--- config.mk ---
export PLATFORM = sky130hd
export DESIGN_NAME = lsq_track_top
export DESIGN_NICKNAME = d
export VERILOG_FILES = /design/src/rtl/lsq_pkg.sv /design/src/rtl/lsq_load_ring.sv /design/src/rtl/lsq_store_ring.sv /design/src/rtl/lsq_port_arb.sv /design/src/rtl/lsq_track_top.sv
export SDC_FILE = /design/constraint.sdc
export NUM_CORES = 2
export LEC_CHECK = 0
export BUFFER_PORTS_ARGS = -buffer_cell sky130_fd_sc_hd__buf_2
export CORE_AREA = 3 3 421 423
export DETAILED_ROUTE_END_ITERATION = 8
export DIE_AREA = 0 0 424 426
export GPL_TIMING_DRIVEN = 0
export PLACE_DENSITY = 0.82
export REMOVE_ABC_BUFFERS = 1
export SLEW_MARGIN = 30
export SYNTH_ARGS = -nofsm -noshare
export SYNTH_HDL_FRONTEND = slang
export SYNTH_HIERARCHICAL = 1
export SYNTH_SLANG_ARGS = --single-unit
--- constraint.sdc ---
create_clock -name clk -period 21.5 [get_ports clk]
set_clock_uncertainty 0.05 [all_clocks]
set_input_delay 5.375 -clock clk [delete_from_list [all_inputs] [get_ports clk]]
set_output_delay 5.375 -clock clk [all_outputs]
set_load 0.005 [all_outputs]
--- src/rtl/lsq_pkg.sv ---
package lsq_pkg;

  // next position on a ring of d slots, n steps ahead
  function automatic int unsigned ring_next(input int unsigned p, input int unsigned n,
                                            input int unsigned d);
    return (p + n) % d;
  endfunction

  // steps from 'from' to 'to' walking forward on a ring of d slots
  function automatic int unsigned ring_gap(input int unsigned from, input int unsigned to,
                                           input int unsigned d);
    return (to + d - from) % d;
  endfunction

  // usable slots left when one slot is kept empty
  function automatic int unsigned room_left(input int unsigned depth, input int unsigned used);
    return (depth - 1) - used;
  endfunction

  function automatic int unsigned min_u(input int unsigned a, input int unsigned b);
    return (a < b) ? a : b;
  endfunction

endpackage

--- src/rtl/lsq_load_ring.sv ---
module lsq_load_ring
  import lsq_pkg::*;
#(
  parameter int DEPTH = 16,
  parameter int SEQ_W = 16,
  localparam int PW = $clog2(DEPTH),
  localparam int CW = $clog2(DEPTH) + 1
) (
  input  logic             clk,
  input  logic             rst_n,
  input  logic             ins_vld,
  input  logic [SEQ_W-1:0] ins_seq,
  input  logic             cmt_vld,
  input  logic [SEQ_W-1:0] cmt_seq,
  input  logic             sqh_vld,
  input  logic [SEQ_W-1:0] sqh_seq,
  input  logic [PW-1:0]    rd_idx,
  output logic [SEQ_W-1:0] rd_seq,
  output logic [CW-1:0]    count,
  output logic             full,
  output logic [PW-1:0]    head,
  output logic [PW-1:0]    tail
);

  logic [SEQ_W-1:0] seq_q [DEPTH];
  logic [PW-1:0]    head_q, tail_q;
  logic [CW-1:0]    cnt_q;
  int unsigned      free_n, kill_n;
  logic             ins_ok;

  always_comb begin
    free_n = 0;
    kill_n = 0;
    for (int i = 0; i < DEPTH; i++) begin
      if (ring_gap(32'(head_q), i, DEPTH) < 32'(cnt_q)) begin
        if (cmt_vld && (seq_q[i] < cmt_seq)) free_n = free_n + 1;
        else if (sqh_vld && (seq_q[i] > sqh_seq)) kill_n = kill_n + 1;
      end
    end
  end

  assign full   = (cnt_q >= CW'(DEPTH - 1));
  assign ins_ok = ins_vld && !full && !sqh_vld;
  assign rd_seq = seq_q[rd_idx];
  assign count  = cnt_q;
  assign head   = head_q;
  assign tail   = tail_q;

  always_ff @(posedge clk) begin
    if (!rst_n) begin
      head_q <= '0;
      tail_q <= '0;
      cnt_q  <= '0;
    end else begin
      head_q <= PW'(ring_next(32'(head_q), free_n, DEPTH));
      tail_q <= PW'(ring_next(32'(tail_q), DEPTH - kill_n + (ins_ok ? 1 : 0), DEPTH));
      cnt_q  <= cnt_q - CW'(free_n) - CW'(kill_n) + CW'(ins_ok);
      if (ins_ok) seq_q[tail_q] <= ins_seq;
    end
  end

  // never more than DEPTH-1 loads held
  p_lq_cap_r1: assert property (@(posedge clk) disable iff (!rst_n)
    cnt_q <= CW'(DEPTH - 1));

  // a full queue with no commit or squash keeps its count
  p_lq_full_hold_r1: assert property (@(posedge clk) disable iff (!rst_n)
    (full && !cmt_vld && !sqh_vld) |=> (cnt_q == $past(cnt_q)));

  // a squash cycle never grows the queue
  p_lq_squash_r10: assert property (@(posedge clk) disable iff (!rst_n)
    sqh_vld |=> (cnt_q <= $past(cnt_q)));

endmodule

--- src/rtl/lsq_store_ring.sv ---
module lsq_store_ring
  import lsq_pkg::*;
#(
  parameter int DEPTH  = 16,
  parameter int SEQ_W  = 16,
  parameter int DATA_W = 64,
  parameter int SIZE_W = 4,
  localparam int PW = $clog2(DEPTH),
  localparam int CW = $clog2(DEPTH) + 1
) (
  input  logic              clk,
  input  logic              rst_n,
  input  logic              ins_vld,
  input  logic [SEQ_W-1:0]  ins_seq,
  input  logic              wr_vld,
  input  logic [PW-1:0]     wr_idx,
  input  logic [SIZE_W-1:0] wr_size,
  input  logic [DATA_W-1:0] wr_data,
  input  logic              cmt_vld,
  input  logic [SEQ_W-1:0]  cmt_seq,
  input  logic              sqh_vld,
  input  logic [SEQ_W-1:0]  sqh_seq,
  input  logic              wb_fire,
  output logic              wb_cand,
  output logic [PW-1:0]     wb_idx,
  output logic [DATA_W-1:0] wb_data,
  output logic [SIZE_W-1:0] wb_size,
  output logic [CW-1:0]     count,
  output logic [CW-1:0]     pending,
  output logic              full,
  output logic [PW-1:0]     tail
);

  logic [SEQ_W-1:0]  seq_q  [DEPTH];
  logic [DATA_W-1:0] data_q [DEPTH];
  logic [SIZE_W-1:0] size_q [DEPTH];
  logic [DEPTH-1:0]  canwb_q, cmtd_q, done_q;
  logic [PW-1:0]     head_q, wbp_q, tail_q;
  logic [CW-1:0]     cnt_q;
  int unsigned       rel_n, kill_n, pend_n;
  logic              ins_ok, rel_any;
  logic [DEPTH-1:0]  live;

  always_comb begin
    kill_n = 0;
    pend_n = 0;
    for (int i = 0; i < DEPTH; i++) begin
      live[i] = ring_gap(32'(head_q), i, DEPTH) < 32'(cnt_q);
      if (live[i] && sqh_vld && (seq_q[i] > sqh_seq)) kill_n = kill_n + 1;
      if (live[i] && cmtd_q[i] && !done_q[i]) pend_n = pend_n + 1;
    end
    rel_n = ring_gap(32'(head_q), 32'(wbp_q), DEPTH);
  end

  assign rel_any = (rel_n != 0);
  assign full    = (cnt_q >= CW'(DEPTH - 1));
  assign ins_ok  = ins_vld && !full && !sqh_vld;
  assign wb_cand = live[wbp_q] && canwb_q[wbp_q] && !done_q[wbp_q];
  assign wb_idx  = wbp_q;
  assign wb_data = data_q[wbp_q];
  assign wb_size = size_q[wbp_q];
  assign count   = cnt_q;
  assign pending = CW'(pend_n);
  assign tail    = tail_q;

  always_ff @(posedge clk) begin
    if (!rst_n) begin
      head_q  <= '0;
      wbp_q   <= '0;
      tail_q  <= '0;
      cnt_q   <= '0;
      canwb_q <= '0;
      cmtd_q  <= '0;
      done_q  <= '0;
    end else begin
      // slots already written back leave the queue
      head_q <= wbp_q;
      if (wb_fire) begin
        wbp_q          <= PW'(ring_next(32'(wbp_q), 1, DEPTH));
        done_q[wbp_q]  <= 1'b1;
      end
      for (int i = 0; i < DEPTH; i++) begin
        if (live[i] && cmt_vld && (seq_q[i] < cmt_seq)) begin
          canwb_q[i] <= 1'b1;
          cmtd_q[i]  <= 1'b1;
        end
      end
      tail_q <= PW'(ring_next(32'(tail_q), DEPTH - kill_n + (ins_ok ? 1 : 0), DEPTH));
      cnt_q  <= cnt_q - CW'(rel_n) - CW'(kill_n) + CW'(ins_ok);
      if (ins_ok) begin
        seq_q[tail_q]   <= ins_seq;
        data_q[tail_q]  <= '0;
        size_q[tail_q]  <= '0;
        canwb_q[tail_q] <= 1'b0;
        cmtd_q[tail_q]  <= 1'b0;
        done_q[tail_q]  <= 1'b0;
      end
      if (wr_vld) begin
        data_q[wr_idx] <= wr_data;
        size_q[wr_idx] <= wr_size;
      end
    end
  end

  // never more than DEPTH-1 stores held
  p_sq_cap_r1: assert property (@(posedge clk) disable iff (!rst_n)
    cnt_q <= CW'(DEPTH - 1));

  // with nothing written back and no squash, commit cannot shrink the queue
  p_sq_hold_r4: assert property (@(posedge clk) disable iff (!rst_n)
    (!rel_any && !sqh_vld) |=> (cnt_q >= $past(cnt_q)));

  // the writeback engine only fires on a committed, unfinished slot
  p_wb_cand_r6: assert property (@(posedge clk) disable iff (!rst_n)
    wb_fire |-> wb_cand);

  // the pending count never exceeds the occupancy
  p_pending_r4: assert property (@(posedge clk) disable iff (!rst_n)
    pending <= cnt_q);

endmodule

--- src/rtl/lsq_port_arb.sv ---
module lsq_port_arb #(
  parameter int SEQ_W       = 16,
  parameter int PW          = 4,
  parameter int CACHE_PORTS = 1
) (
  input  logic             clk,
  input  logic             rst_n,
  input  logic             ld_vld,
  input  logic [PW-1:0]    ld_idx,
  input  logic             ld_unc,
  input  logic             ld_atc,
  input  logic [SEQ_W-1:0] ld_seq,
  input  logic [PW-1:0]    lq_head,
  input  logic             dc_blocked,
  input  logic             st_cand,
  input  logic             blk_clr,
  output logic             ld_go,
  output logic             ld_resched,
  output logic             st_fire,
  output logic             blk_flag,
  output logic [SEQ_W-1:0] blk_seq,
  output logic [1:0]       ports_used
);

  logic             unc_unsafe, ld_try, blk_hit, blk_q, take;
  logic [SEQ_W-1:0] bseq_q;

  assign unc_unsafe = ld_unc && !((ld_idx == lq_head) && ld_atc);
  assign ld_resched = ld_vld && unc_unsafe;
  assign ld_try     = ld_vld && !unc_unsafe;
  assign ld_go      = ld_try && !dc_blocked;
  assign blk_hit    = ld_try && dc_blocked;
  assign st_fire    = st_cand && !dc_blocked && ((ld_go ? 1 : 0) < CACHE_PORTS);
  assign ports_used = 2'(ld_go) + 2'(st_fire);
  assign take       = blk_hit && (!blk_q || blk_clr || (ld_seq < bseq_q));
  assign blk_flag   = blk_q;
  assign blk_seq    = bseq_q;

  always_ff @(posedge clk) begin
    if (!rst_n) begin
      blk_q  <= 1'b0;
      bseq_q <= '0;
    end else if (take) begin
      blk_q  <= 1'b1;
      bseq_q <= ld_seq;
    end else if (blk_clr) begin
      blk_q  <= 1'b0;
    end
  end

  // accesses per cycle never exceed the port count
  p_ports_r7: assert property (@(posedge clk) disable iff (!rst_n)
    32'(ports_used) <= CACHE_PORTS);

  // an uncacheable load proceeds only from the head once at commit
  p_unc_r8: assert property (@(posedge clk) disable iff (!rst_n)
    (ld_go && ld_unc) |-> ((ld_idx == lq_head) && ld_atc));

  // a blocked record survives until cleared
  p_blk_keep_r9: assert property (@(posedge clk) disable iff (!rst_n)
    (blk_q && !blk_clr) |=> blk_q);

  // without a clear the recorded sequence number can only get older
  p_blk_older_r9: assert property (@(posedge clk) disable iff (!rst_n)
    (blk_q && !blk_clr) |=> (bseq_q <= $past(bseq_q)));

endmodule

--- src/rtl/lsq_track_top.sv ---
module lsq_track_top
  import lsq_pkg::*;
#(
  parameter int LQ_DEPTH    = 16,
  parameter int SQ_DEPTH    = 16,
  parameter int SEQ_W       = 16,
  parameter int DATA_W      = 64,
  parameter int SIZE_W      = 4,
  parameter int CACHE_PORTS = 1,
  localparam int LPW = $clog2(LQ_DEPTH),
  localparam int SPW = $clog2(SQ_DEPTH),
  localparam int LCW = LPW + 1,
  localparam int SCW = SPW + 1,
  localparam int FW  = ((LQ_DEPTH > SQ_DEPTH) ? LPW : SPW) + 1
) (
  input  logic              clk,
  input  logic              rst_n,
  input  logic              ld_ins_vld,
  input  logic [SEQ_W-1:0]  ld_ins_seq,
  input  logic              st_ins_vld,
  input  logic [SEQ_W-1:0]  st_ins_seq,
  input  logic              st_wr_vld,
  input  logic [SPW-1:0]    st_wr_idx,
  input  logic [SIZE_W-1:0] st_wr_size,
  input  logic [DATA_W-1:0] st_wr_data,
  input  logic              cmt_vld,
  input  logic [SEQ_W-1:0]  cmt_seq,
  input  logic              sqh_vld,
  input  logic [SEQ_W-1:0]  sqh_seq,
  input  logic              ld_exe_vld,
  input  logic [LPW-1:0]    ld_exe_idx,
  input  logic              ld_exe_unc,
  input  logic              ld_exe_atc,
  output logic              ld_go,
  output logic              ld_resched,
  output logic              ld_blk,
  output logic [SEQ_W-1:0]  ld_blk_seq,
  input  logic              ld_blk_clr,
  input  logic              dc_blocked,
  output logic              dc_st_vld,
  output logic [SPW-1:0]    dc_st_idx,
  output logic [DATA_W-1:0] dc_st_data,
  output logic [SIZE_W-1:0] dc_st_size,
  output logic [LCW-1:0]    lq_count,
  output logic [SCW-1:0]    sq_count,
  output logic              lq_full,
  output logic              sq_full,
  output logic              lsq_full,
  output logic [FW-1:0]     free_slots,
  output logic [LPW-1:0]    lq_head_idx,
  output logic [LPW-1:0]    lq_tail_idx,
  output logic [SPW-1:0]    sq_tail_idx,
  output logic [SCW-1:0]    st_wb_pending
);

  logic [SEQ_W-1:0] exe_seq;
  logic             st_cand, st_fire;
  logic [1:0]       ports_used;

  lsq_load_ring #(.DEPTH(LQ_DEPTH), .SEQ_W(SEQ_W)) u_lq (
    .clk     (clk),
    .rst_n   (rst_n),
    .ins_vld (ld_ins_vld),
    .ins_seq (ld_ins_seq),
    .cmt_vld (cmt_vld),
    .cmt_seq (cmt_seq),
    .sqh_vld (sqh_vld),
    .sqh_seq (sqh_seq),
    .rd_idx  (ld_exe_idx),
    .rd_seq  (exe_seq),
    .count   (lq_count),
    .full    (lq_full),
    .head    (lq_head_idx),
    .tail    (lq_tail_idx)
  );

  lsq_store_ring #(.DEPTH(SQ_DEPTH), .SEQ_W(SEQ_W), .DATA_W(DATA_W), .SIZE_W(SIZE_W)) u_sq (
    .clk     (clk),
    .rst_n   (rst_n),
    .ins_vld (st_ins_vld),
    .ins_seq (st_ins_seq),
    .wr_vld  (st_wr_vld),
    .wr_idx  (st_wr_idx),
    .wr_size (st_wr_size),
    .wr_data (st_wr_data),
    .cmt_vld (cmt_vld),
    .cmt_seq (cmt_seq),
    .sqh_vld (sqh_vld),
    .sqh_seq (sqh_seq),
    .wb_fire (st_fire),
    .wb_cand (st_cand),
    .wb_idx  (dc_st_idx),
    .wb_data (dc_st_data),
    .wb_size (dc_st_size),
    .count   (sq_count),
    .pending (st_wb_pending),
    .full    (sq_full),
    .tail    (sq_tail_idx)
  );

  lsq_port_arb #(.SEQ_W(SEQ_W), .PW(LPW), .CACHE_PORTS(CACHE_PORTS)) u_arb (
    .clk        (clk),
    .rst_n      (rst_n),
    .ld_vld     (ld_exe_vld),
    .ld_idx     (ld_exe_idx),
    .ld_unc     (ld_exe_unc),
    .ld_atc     (ld_exe_atc),
    .ld_seq     (exe_seq),
    .lq_head    (lq_head_idx),
    .dc_blocked (dc_blocked),
    .st_cand    (st_cand),
    .blk_clr    (ld_blk_clr),
    .ld_go      (ld_go),
    .ld_resched (ld_resched),
    .st_fire    (st_fire),
    .blk_flag   (ld_blk),
    .blk_seq    (ld_blk_seq),
    .ports_used (ports_used)
  );

  assign dc_st_vld  = st_fire;
  assign lsq_full   = lq_full || sq_full;
  assign free_slots = FW'(min_u(room_left(LQ_DEPTH, 32'(lq_count)),
                                room_left(SQ_DEPTH, 32'(sq_count))));

  // nothing is sent to a blocked cache
  p_no_wb_blocked_r6: assert property (@(posedge clk) disable iff (!rst_n)
    dc_st_vld |-> !dc_blocked);

  // a going load and a store writeback share the single port only when allowed
  p_port_share_r7: assert property (@(posedge clk) disable iff (!rst_n)
    (ld_go && (CACHE_PORTS == 1)) |-> !dc_st_vld);

  // unit full whenever no slot is free on either side
  p_full_free_r2: assert property (@(posedge clk) disable iff (!rst_n)
    lsq_full |-> (free_slots == '0));

  // a load is never both sent and rescheduled
  p_go_resched_r8: assert property (@(posedge clk) disable iff (!rst_n)
    !(ld_go && ld_resched));

endmodule

==> summary.md <==
| Metric | Value |
|---|---|
| Non-filler cells in the finished layout | 10660 |
| Yosys Warn Count | 6 |
| Clock net sink count | 1699 |
| Total power divided by cell area | 104.2 mW/mm^2 |
| Number of buffers created by CTS | about 180 |
| Kind of start point of the critical path | input port |
| Total via count after detailed routing | roughly 73000 |
| Ratio of cells with drive above 1 in the final layout | 0.1737 |
| Status | complete, no violations |
| Global route overflow | 0 |
| Min Hold Slack | 0.4185 ns |
| Total DRC errors in the routed layout | 0 |
| Pin count of the biggest net entering global routing | 44 |
| Crit Path Max Fanout | 16 |
| Total global-route track usage | 0.3580 |
| Avg WL per Cell | between 30 and 40 um |
| Classification of the worst setup path | in -> reg |
| Slew HR | 0.2684 |
| Upper clock frequency limit | about 48 MHz |
| Time the final worst path needs with I/O delays and setup | ~21 ns |
| Data arrival, critical path | approximately 21 ns |
| Instance count of the mapped netlist | between 7000 and 8000 |
| Top delay family on crit path | adder cells |
| Reported leakage power | ~46 nW |
| Starting DRC count in detailed routing | around 9500 |
| Total power of the final layout | 12.11 mW |
| Clock-pin transition on the worst setup and hold timing paths | roughly 0.06 ns |
| Number of violations of the max-capacitance limit | 0 |
| Crit share post-route | 0.9639 |
| Worst ir drop on vdd | roughly 0.39 mV |
| Number of antenna violations at the first check in global routing | 34 |
| Largest incremental delay on the critical path | about 0.50 ns |
| Most numerous cell on the critical path | sky130_fd_sc_hd__ha_1 |
| HPWL reported at the end of detailed placement | approximately 220000 um |
| Die Ht | roughly 430 um |
| Setup Total Neg Slack | 0 ns |
| Drt first pass iters | 6 |
| CTS root buffer | sky130_fd_sc_hd__clkbuf_16 |
| Total standard cell area after synthesis | 0.1024 sq mm |
| Buffers plus inverters on the worst setup path | 8 |
| Total Die Area | about 0.18 sq mm |
| Synth-to-Final Area Change | 13.42% |
| Insertion delay of the later-clocked pin in the worst-skew pair | 0.87 ns |
| Placer congestion estimate | between 0.9 and 1 |
| Final-stage net count | approximately 9500 |
| Setup crit end kind | flip-flop |
| Area of the core | about 0.17 sq mm |
| Row Count | 153 |
| Fin. Hold Viols | 0 |
| Clock H-tree levels | 4 |
| Cell with the biggest individual delay on the critical path | sky130_fd_sc_hd__fa_1 |
| PortBufs | ~280 |
| Antenna Violating Nets Remaining | 0 |
| Die X-Extent | around 420 um |
| Buffers from clock root to sink, at most | 3 |
| Clock tree from TritonCTS | done |
| Data required time at the worst endpoint | 22.13 ns |
| Detailed-route wire length | 326600 um |
| Avg Inst Size Synth | 13.09 sq um |
| Via density per instance | between 6 and 7 |
| Final Max Slew Viols | 0 |
| Type of the worst min-delay path | reg -> reg |
| Number of placed I/O pins | between 200 and 300 |
| Initial cell density of the core | 0.5894 |
| Via count of the first global-routing pass | 75110 |
| Placed instance count | 10300 |
| Worst Tran Pin Value | 1.086 ns |
| Setup violation total in the final timing report | 0 |
| Global-route wire length before repair | between 400000 and 500000 um |
| Number of filler cells placed in the layout | around 11000 |
-- area by class of cell --
class                           instances  area, sq um  area share
Antenna cell                           22        55.05   0.0004738
Clock buffer                          209         4579     0.03941
Clock inverter                        112         1433     0.01233
Inverter                              284         1081    0.009304
Multi-Input combinational cell       5502        50530      0.4349
Sequential cell                      1699        50050      0.4307
Tap cell                             2325         2909     0.02504
Timing Repair Buffer                  507         5562     0.04786
-- metal layers --
| metal | track usage | part of all wire | up-vias |
|---|---|---|---|
| li1 | - | - | 30570 |
| met1 | 0.4368 | 0.35 | 35870 |
| met2 | 0.5777 | 0.47 | 5238 |
| met3 | 0.07098 | 0.11 | 1373 |
| met4 | 0.2438 | 0.080 | 16 |
| met5 | 0 | 0.00028 | - |
-- placed cells by master (no fill, tap or decap), types with 26 or more instances in the layout --
master                         n
sky130_fd_sc_hd__buf_8        43
sky130_fd_sc_hd__clkinv_2     34
sky130_fd_sc_hd__a21o_1      338
sky130_fd_sc_hd__clkbuf_16   177
sky130_fd_sc_hd__xor2_1       54
sky130_fd_sc_hd__xnor2_1     130
sky130_fd_sc_hd__and2_1     1133
sky130_fd_sc_hd__o21a_1       65
sky130_fd_sc_hd__mux4_2      422
sky130_fd_sc_hd__buf_4        67
sky130_fd_sc_hd__a211oi_1     46
sky130_fd_sc_hd__buf_2       273
sky130_fd_sc_hd__nor2_1      238
sky130_fd_sc_hd__nand2_1     243
sky130_fd_sc_hd__ha_1       1180
sky130_fd_sc_hd__buf_16       88
sky130_fd_sc_hd__clkbuf_1     29
sky130_fd_sc_hd__nor3_1       50
sky130_fd_sc_hd__a21oi_1     312
sky130_fd_sc_hd__nor2_2       26
sky130_fd_sc_hd__o21ai_0     181
sky130_fd_sc_hd__nand3_1      91
sky130_fd_sc_hd__nor2b_1      87
sky130_fd_sc_hd__inv_1       254
sky130_fd_sc_hd__nand2b_1     73
sky130_fd_sc_hd__o211ai_1     32
sky130_fd_sc_hd__nand4_1     134
sky130_fd_sc_hd__clkinv_1     37
sky130_fd_sc_hd__mux2i_1      35
sky130_fd_sc_hd__dfxtp_1      92
sky130_fd_sc_hd__a31oi_1      29
sky130_fd_sc_hd__edfxtp_1   1600
-- repair_timing --
| action | in CTS | in global routing |
|---|---|---|
| endpoints found under the setup margin | 0 | 1 |
| setup buffers | 0 | 14 |
| hold buffers | 0 | 0 |
| resized for setup | 0 | 6 |
-- tightest hold or removal path, cell delays in order, from the launching register on --
cell,delay [ns]
sky130_fd_sc_hd__dfxtp_1,0.32
sky130_fd_sc_hd__nor2_1,0.05
sky130_fd_sc_hd__nor2_1,0.07
-- metrics by stage --
step           setup WS [ns]  utilization  instance area (sq um)
3_5_place_dp         -0.2321       0.6327                 110000
4_1_cts               0.6218       0.6673                 116000
2_1_floorplan          2.489            -                 101100
3_3_place_gp          -1.559       0.6065                 105400
6_report              0.7752       0.6685                 116200
5_1_grt             -0.03573       0.6684                 116200
-- state kept, by name, indices dropped and copies added (netlist names), named ones only --
| register | cells |
|---|---|
| u_lq/tail | 4 |
| u_sq/canwb_q | 16 |
| u_sq/seq_q | 256 |
| u_lq/head | 4 |
| u_sq/size_q | 64 |
| u_sq/count | 5 |
| u_lq/count | 5 |
| u_arb/blk_flag | 1 |
| u_sq/data_q | 1024 |
| u_lq/seq_q | 256 |
| u_sq/done_q | 16 |
| u_sq/cmtd_q | 16 |
| u_sq/tail | 4 |
| u_sq/head_q | 4 |
| u_arb/blk_seq | 16 |
| u_sq/wb_idx | 4 |
-- path summary, 6_finish.rpt --
path	startpoint	endpoint	slack, ns	cells past startpoint
worst min register to register	u_sq/cmtd_q[11]	u_sq/cmtd_q[11]	0.42	2
worst max-delay path	cmt_seq[12]	u_lq/count[4]	0.78	72
worst max register to register	u_lq/head[1]	u_lq/count[4]	4.99	74
worst min-delay path	u_sq/cmtd_q[11]	u_sq/cmtd_q[11]	0.42	2
-- where the power goes --
group / leakage [nW] / internal, mW / switching (mW)
clock: 2.90 / 1.82 / 1.39
sequential: 15.5 / 3.70 / 0.106
combinational: 27.2 / 2.23 / 2.86
Note: power is estimated with default switching activity, not from simulation.
